<file path="src/rtl/hhs_pkg.sv">
package hhs_pkg;
   typedef enum logic [1:0] {
      ST_RUN  = 2'b00,
      ST_HALT = 2'b01,
      ST_HOLD = 2'b10
   } seq_state_e;
endpackage

</file>
<file path="src/rtl/hhs_hold_sampler.sv">
// Captures the external hold request: every state in halt/hold, and only on
// marker states while running, with a one-state confirmation stage.
module hhs_hold_sampler (
   input  logic clk,
   input  logic rst,
   input  logic in_run,
   input  logic hold_req,
   input  logic mk_t3,
   input  logic mk_t5,
   output logic hold_lat,
   output logic hold_arm
);
   logic run_cap;

   always_ff @(posedge clk) begin
      if (rst) begin
         hold_lat <= 1'b0;
         run_cap  <= 1'b0;
         hold_arm <= 1'b0;
      end else begin
         hold_lat <= hold_req;
         run_cap  <= in_run & (mk_t3 | mk_t5) & hold_req;
         hold_arm <= in_run & run_cap;
      end
   end
endmodule

</file>
<file path="src/rtl/hhs_int_latch.sv">
// Priority-encodes the request lines and freezes the first accepted one.
module hhs_int_latch #(
   parameter int N_IRQ       = 4,
   parameter bit LOW_FIRST   = 1'b1,
   localparam int ID_W       = $clog2(N_IRQ + 1)
) (
   input  logic             clk,
   input  logic             rst,
   input  logic             sample_win,
   input  logic             trap_req,
   input  logic [N_IRQ-1:0] irq_req,
   input  logic             ack,
   output logic             valid,
   output logic [ID_W-1:0]  id
);
   logic [ID_W-1:0] enc;
   logic            any_req;

   assign any_req = trap_req | (|irq_req);

   generate
      if (LOW_FIRST) begin : g_low_first
         always_comb begin
            enc = '0;
            for (int i = N_IRQ - 1; i >= 0; i--) begin
               if (irq_req[i]) enc = ID_W'(i + 1);
            end
            if (trap_req) enc = '0;
         end
      end else begin : g_high_first
         always_comb begin
            enc = '0;
            for (int i = 0; i < N_IRQ; i++) begin
               if (irq_req[i]) enc = ID_W'(i + 1);
            end
            if (trap_req) enc = '0;
         end
      end
   endgenerate

   always_ff @(posedge clk) begin
      if (rst) begin
         valid <= 1'b0;
         id    <= '0;
      end else if (ack) begin
         valid <= 1'b0;
      end else if (!valid && sample_win && any_req) begin
         valid <= 1'b1;
         id    <= enc;
      end
   end
endmodule

</file>
<file path="src/rtl/bus_hold_halt_seq.sv">
module bus_hold_halt_seq #(
   parameter int N_IRQ     = 4,
   parameter bit LOW_FIRST = 1'b1,
   localparam int ID_W     = $clog2(N_IRQ + 1)
) (
   input  logic             clk,
   input  logic             rst,
   input  logic             hold_req,
   input  logic             trap_req,
   input  logic [N_IRQ-1:0] irq_req,
   input  logic             halt_ins,
   input  logic             mk_pre_t3,
   input  logic             mk_pre_t5,
   input  logic             mk_pre_fetch,
   input  logic             int_ack,
   output logic             hlda,
   output logic [1:0]       state_cls,
   output logic             int_valid,
   output logic [ID_W-1:0]  int_id
);
   import hhs_pkg::*;

   generate
      if (N_IRQ < 1 || N_IRQ > 30) begin : g_bad_n_irq
         $error("bus_hold_halt_seq: N_IRQ must be 1..30");
      end
   endgenerate

   seq_state_e st_q, st_d;
   logic       from_halt_q;
   logic       hold_lat, hold_arm;
   logic       in_run, sample_win;

   assign in_run     = (st_q == ST_RUN);
   assign sample_win = !in_run || mk_pre_fetch;

   hhs_hold_sampler u_hold (
      .clk      (clk),
      .rst      (rst),
      .in_run   (in_run),
      .hold_req (hold_req),
      .mk_t3    (mk_pre_t3),
      .mk_t5    (mk_pre_t5),
      .hold_lat (hold_lat),
      .hold_arm (hold_arm)
   );

   hhs_int_latch #(.N_IRQ(N_IRQ), .LOW_FIRST(LOW_FIRST)) u_int (
      .clk        (clk),
      .rst        (rst),
      .sample_win (sample_win),
      .trap_req   (trap_req),
      .irq_req    (irq_req),
      .ack        (int_ack),
      .valid      (int_valid),
      .id         (int_id)
   );

   always_comb begin
      st_d = st_q;
      unique case (st_q)
         ST_RUN: begin
            if (hold_arm)      st_d = ST_HOLD;
            else if (halt_ins) st_d = ST_HALT;
         end
         ST_HALT: begin
            if (hold_lat)       st_d = ST_HOLD;
            else if (int_valid) st_d = ST_RUN;
         end
         ST_HOLD: begin
            if (!hold_lat) st_d = (from_halt_q && !int_valid) ? ST_HALT : ST_RUN;
         end
         default: st_d = ST_RUN;
      endcase
   end

   always_ff @(posedge clk) begin
      if (rst) begin
         st_q        <= ST_RUN;
         from_halt_q <= 1'b0;
         hlda        <= 1'b0;
      end else begin
         st_q <= st_d;
         hlda <= (st_d == ST_HOLD);
         if (st_q != ST_HOLD && st_d == ST_HOLD) from_halt_q <= (st_q == ST_HALT);
      end
   end

   assign state_cls = st_q;
endmodule

</file>
<file path="config.mk">
export PLATFORM = sky130hd
export DESIGN_NAME = bus_hold_halt_seq
export DESIGN_NICKNAME = d
export VERILOG_FILES = /design/src/rtl/hhs_pkg.sv /design/src/rtl/hhs_hold_sampler.sv /design/src/rtl/hhs_int_latch.sv /design/src/rtl/bus_hold_halt_seq.sv
export SDC_FILE = /design/constraint.sdc
export NUM_CORES = 1
export LEC_CHECK = 0
export BUFFER_PORTS_ARGS = -buffer_cell sky130_fd_sc_hd__clkbuf_2
export CAP_MARGIN = 10
export CORE_AREA = 10 10 47 49
export CTS_BUF_LIST = sky130_fd_sc_hd__clkbuf_4
export DETAILED_ROUTE_END_ITERATION = 7
export DIE_AREA = 0 0 57 59
export SETUP_SLACK_MARGIN = 0.5
export SLEW_MARGIN = 20
export SYNTH_ARGS = -nofsm -noshare
export SYNTH_HDL_FRONTEND = slang
export SYNTH_SLANG_ARGS = --single-unit
</file>
<file path="constraint.sdc">
create_clock -name clk -period 2 [get_ports clk]
set_input_delay 0.2 -clock clk [delete_from_list [all_inputs] [get_ports clk]]
set_output_delay 0.2 -clock clk [all_outputs]
set_load 0.02 [all_outputs]
</file>
==> results.txt <==
sequential share of the synthesized area = 45.0%
largest net degree at the start of global routing = 13
fin crit period = 1340 ps
vias in the first global route = 448
number of top-level pins = 20
Slew headroom = 67.5%
commonest non-fill, non-tap cell in the layout = clkbuf_2
slowest cell delay on critical path = 490 ps
Worst Clk Skew = 0.408 ps
WL/cell = 12.3 um
crit path max fanout = 9
Worst Tran Pin Value = 484 ps
hold_sp = hold_req
Crit path max-delay family = flip-flops
Post-Syn Area = 489 um2
Initial Utilization = 34.9%
post-CTS sizing = 0
DRT antenna net count = 0
final wirelength = 1.10 mm
CP required = 2200 ps
Rows = 14
Clock Latency Late Sink = 260 ps
Syn Nets = 65
clk slew on worst S/H paths = 70 ps
R2R cell count = 3
hold_buf cts = 0
Crit Reg-Reg Startpoint = state_cls[0]$_SDFF_PP0_
mean post-synth cell area = 9.41 um2
H-tree Lvls = 1
cell count after synthesis = 52
finished layout cell area = 627 um2
synthesis-to-layout area growth = 28.1%
Peak VDD IR = 0.000391 V
layout cells sized above 1 = 35.6%
Hold Path Class = input pin to flip-flop
Yosys warning count = 0
Arrival @ worst endpoint = 1530 ps
Die Height = 59 um
Total Neg Setup Slack = 0 ps
cell area power density = 786 nW/um2
cts bufs inserted = 3
max-capacitance violation count = 0
first-pass iteration count of the detailed router = 4
LEAKAGE = 0.259 nW
RSZ-0062 raised after global routing = false
die area = 3360 um2
gp weighted congestion = 0.766
core area = 1400 um2
Port Buffer Count = 19
# setup viols final = 0
highest clock rate = 749 MHz
Synth Flop Type = dfxtp_1
Final period util = 66.8%
total gr overflow = 0
Max Slew Vio Count = 0
DRC = 0
nets@finish = 87
Hold Vio Cnt, Final = 0
library cells used by synthesis = 19
fillcell total = 162
EDFF count, synth = 0
aggregate global-route resource usage = 7.12%
clock buffer depth = 2
Layout Cells excl Fill = 89
crit path launch type = flip-flop
commonest non-fill, non-tap cells in the layout = clkbuf_2 (19), dfxtp_1 (10), nor2_1 (5), o21ai_0 (5)
drt initial violations = 6
Root Driver = clkbuf_4
endpoint type of the worst setup path = flip-flop
hold depth = 2
Placement Cell Area = 596 um2
critical path depth = 3
Die X = 57 um
WP buf/inv = 0
critical path class = flip-flop to flip-flop
global-route wire length before repair = 1.93 mm
slowest CP cell = dfxtp_1
Antenna diodes = 0
Post-CTS Setup Bufs = 0
Hold WS = 176 ps
routed vias/inst = 4.90
reg2reg setup slack = 660 ps
crit path from = state_cls[0]$_SDFF_PP0_
CTS tree = done
post-synthesis register bit count = 11
Synth async-reset ratio = 0%
clk sinks = 11
DP Cell Count = 85
crit-path cells = nor3_2 -> a2111oi_4 -> mux2i_1
status = finished, final reports clean
routed vias = 436
initial antenna violation count = 0
==> power breakdown <==
part           switching (W)   total, W  internal (W)
Clock              0.0000708   0.000161     0.0000906
Combinational      0.0000438  0.0000822     0.0000384
Sequential         0.0000158   0.000249      0.000233
Total               0.000130   0.000493      0.000362
==> worst paths after layout <==
kind	endpoint
max	u_int.id[2]$_SDFFE_PP0P_
max reg2reg	u_int.id[2]$_SDFFE_PP0P_
min	u_hold.hold_lat$_SDFF_PP0_
min reg2reg	u_hold.hold_arm$_SDFF_PP0_
==> kinds of logic (layout without fill, tap and decap cells) <==
group           Yosys count  count (layout)  share of synthesized area [%]
simple gates             20              20                           23.3
compound gates           13              13                           20.2
flops                    11              11                           45.0
mux                       4               4                           8.18
buf+inv                   4              25                           3.32
==> layout make-up <==
| cell class | instances | area (um2) | area share, % |
|---|---|---|---|
| multi-input combinational | 37 | 253 | 40.3 |
| sequential | 11 | 221 | 35.3 |
| timing repair buffer | 19 | 95.1 | 15.2 |
| clock buffer | 4 | 30.0 | 4.79 |
| tap | 16 | 20.0 | 3.19 |
| inverter | 2 | 7.51 | 1.20 |
==> metal layers <==
metal | global-route usage, % | routed length, um | part of all wire (%)
met5 | 0 | 0 | 0
met4 | 5.03 | 12 | 1.1
met3 | 2.58 | 67 | 6.1
met2 | 10.7 | 510 | 47
met1 | 8.19 | 506 | 46
==> stage by stage <==
step                util, %  total power [W]  setup slack (ps)
floorplan                 -         0.000306               591
global route           44.7         0.000525               517
detailed placement     42.5         0.000337               634
finish                 44.7         0.000493               664
global placement       42.5         0.000336               662
CTS                    44.6         0.000500               614
==> Yosys cell counts, types with 2 or more instances <==
cell,instances,share of area (%)
o21ai_0,5,5.1
inv_1,2,1.5
nor3_1,3,3.1
nor2_1,5,3.8
nor2b_1,3,3.8
a21oi_1,3,3.1
a211oi_1,2,3.1
mux2i_1,4,8.2
nand2b_1,4,5.1
nand3_1,2,2.0
dfxtp_1,11,45
==> state kept, by name, summed over array words and instances, names as in the netlist <==
| name | flops |
|---|---|
| from_halt_q | 1 |
| hlda | 1 |
| state_cls | 2 |
| u_hold.hold_arm | 1 |
| u_hold.hold_lat | 1 |
| u_hold.run_cap | 1 |
| u_int.id | 3 |
| u_int.valid | 1 |
Power figures use the tool's default switching activity.
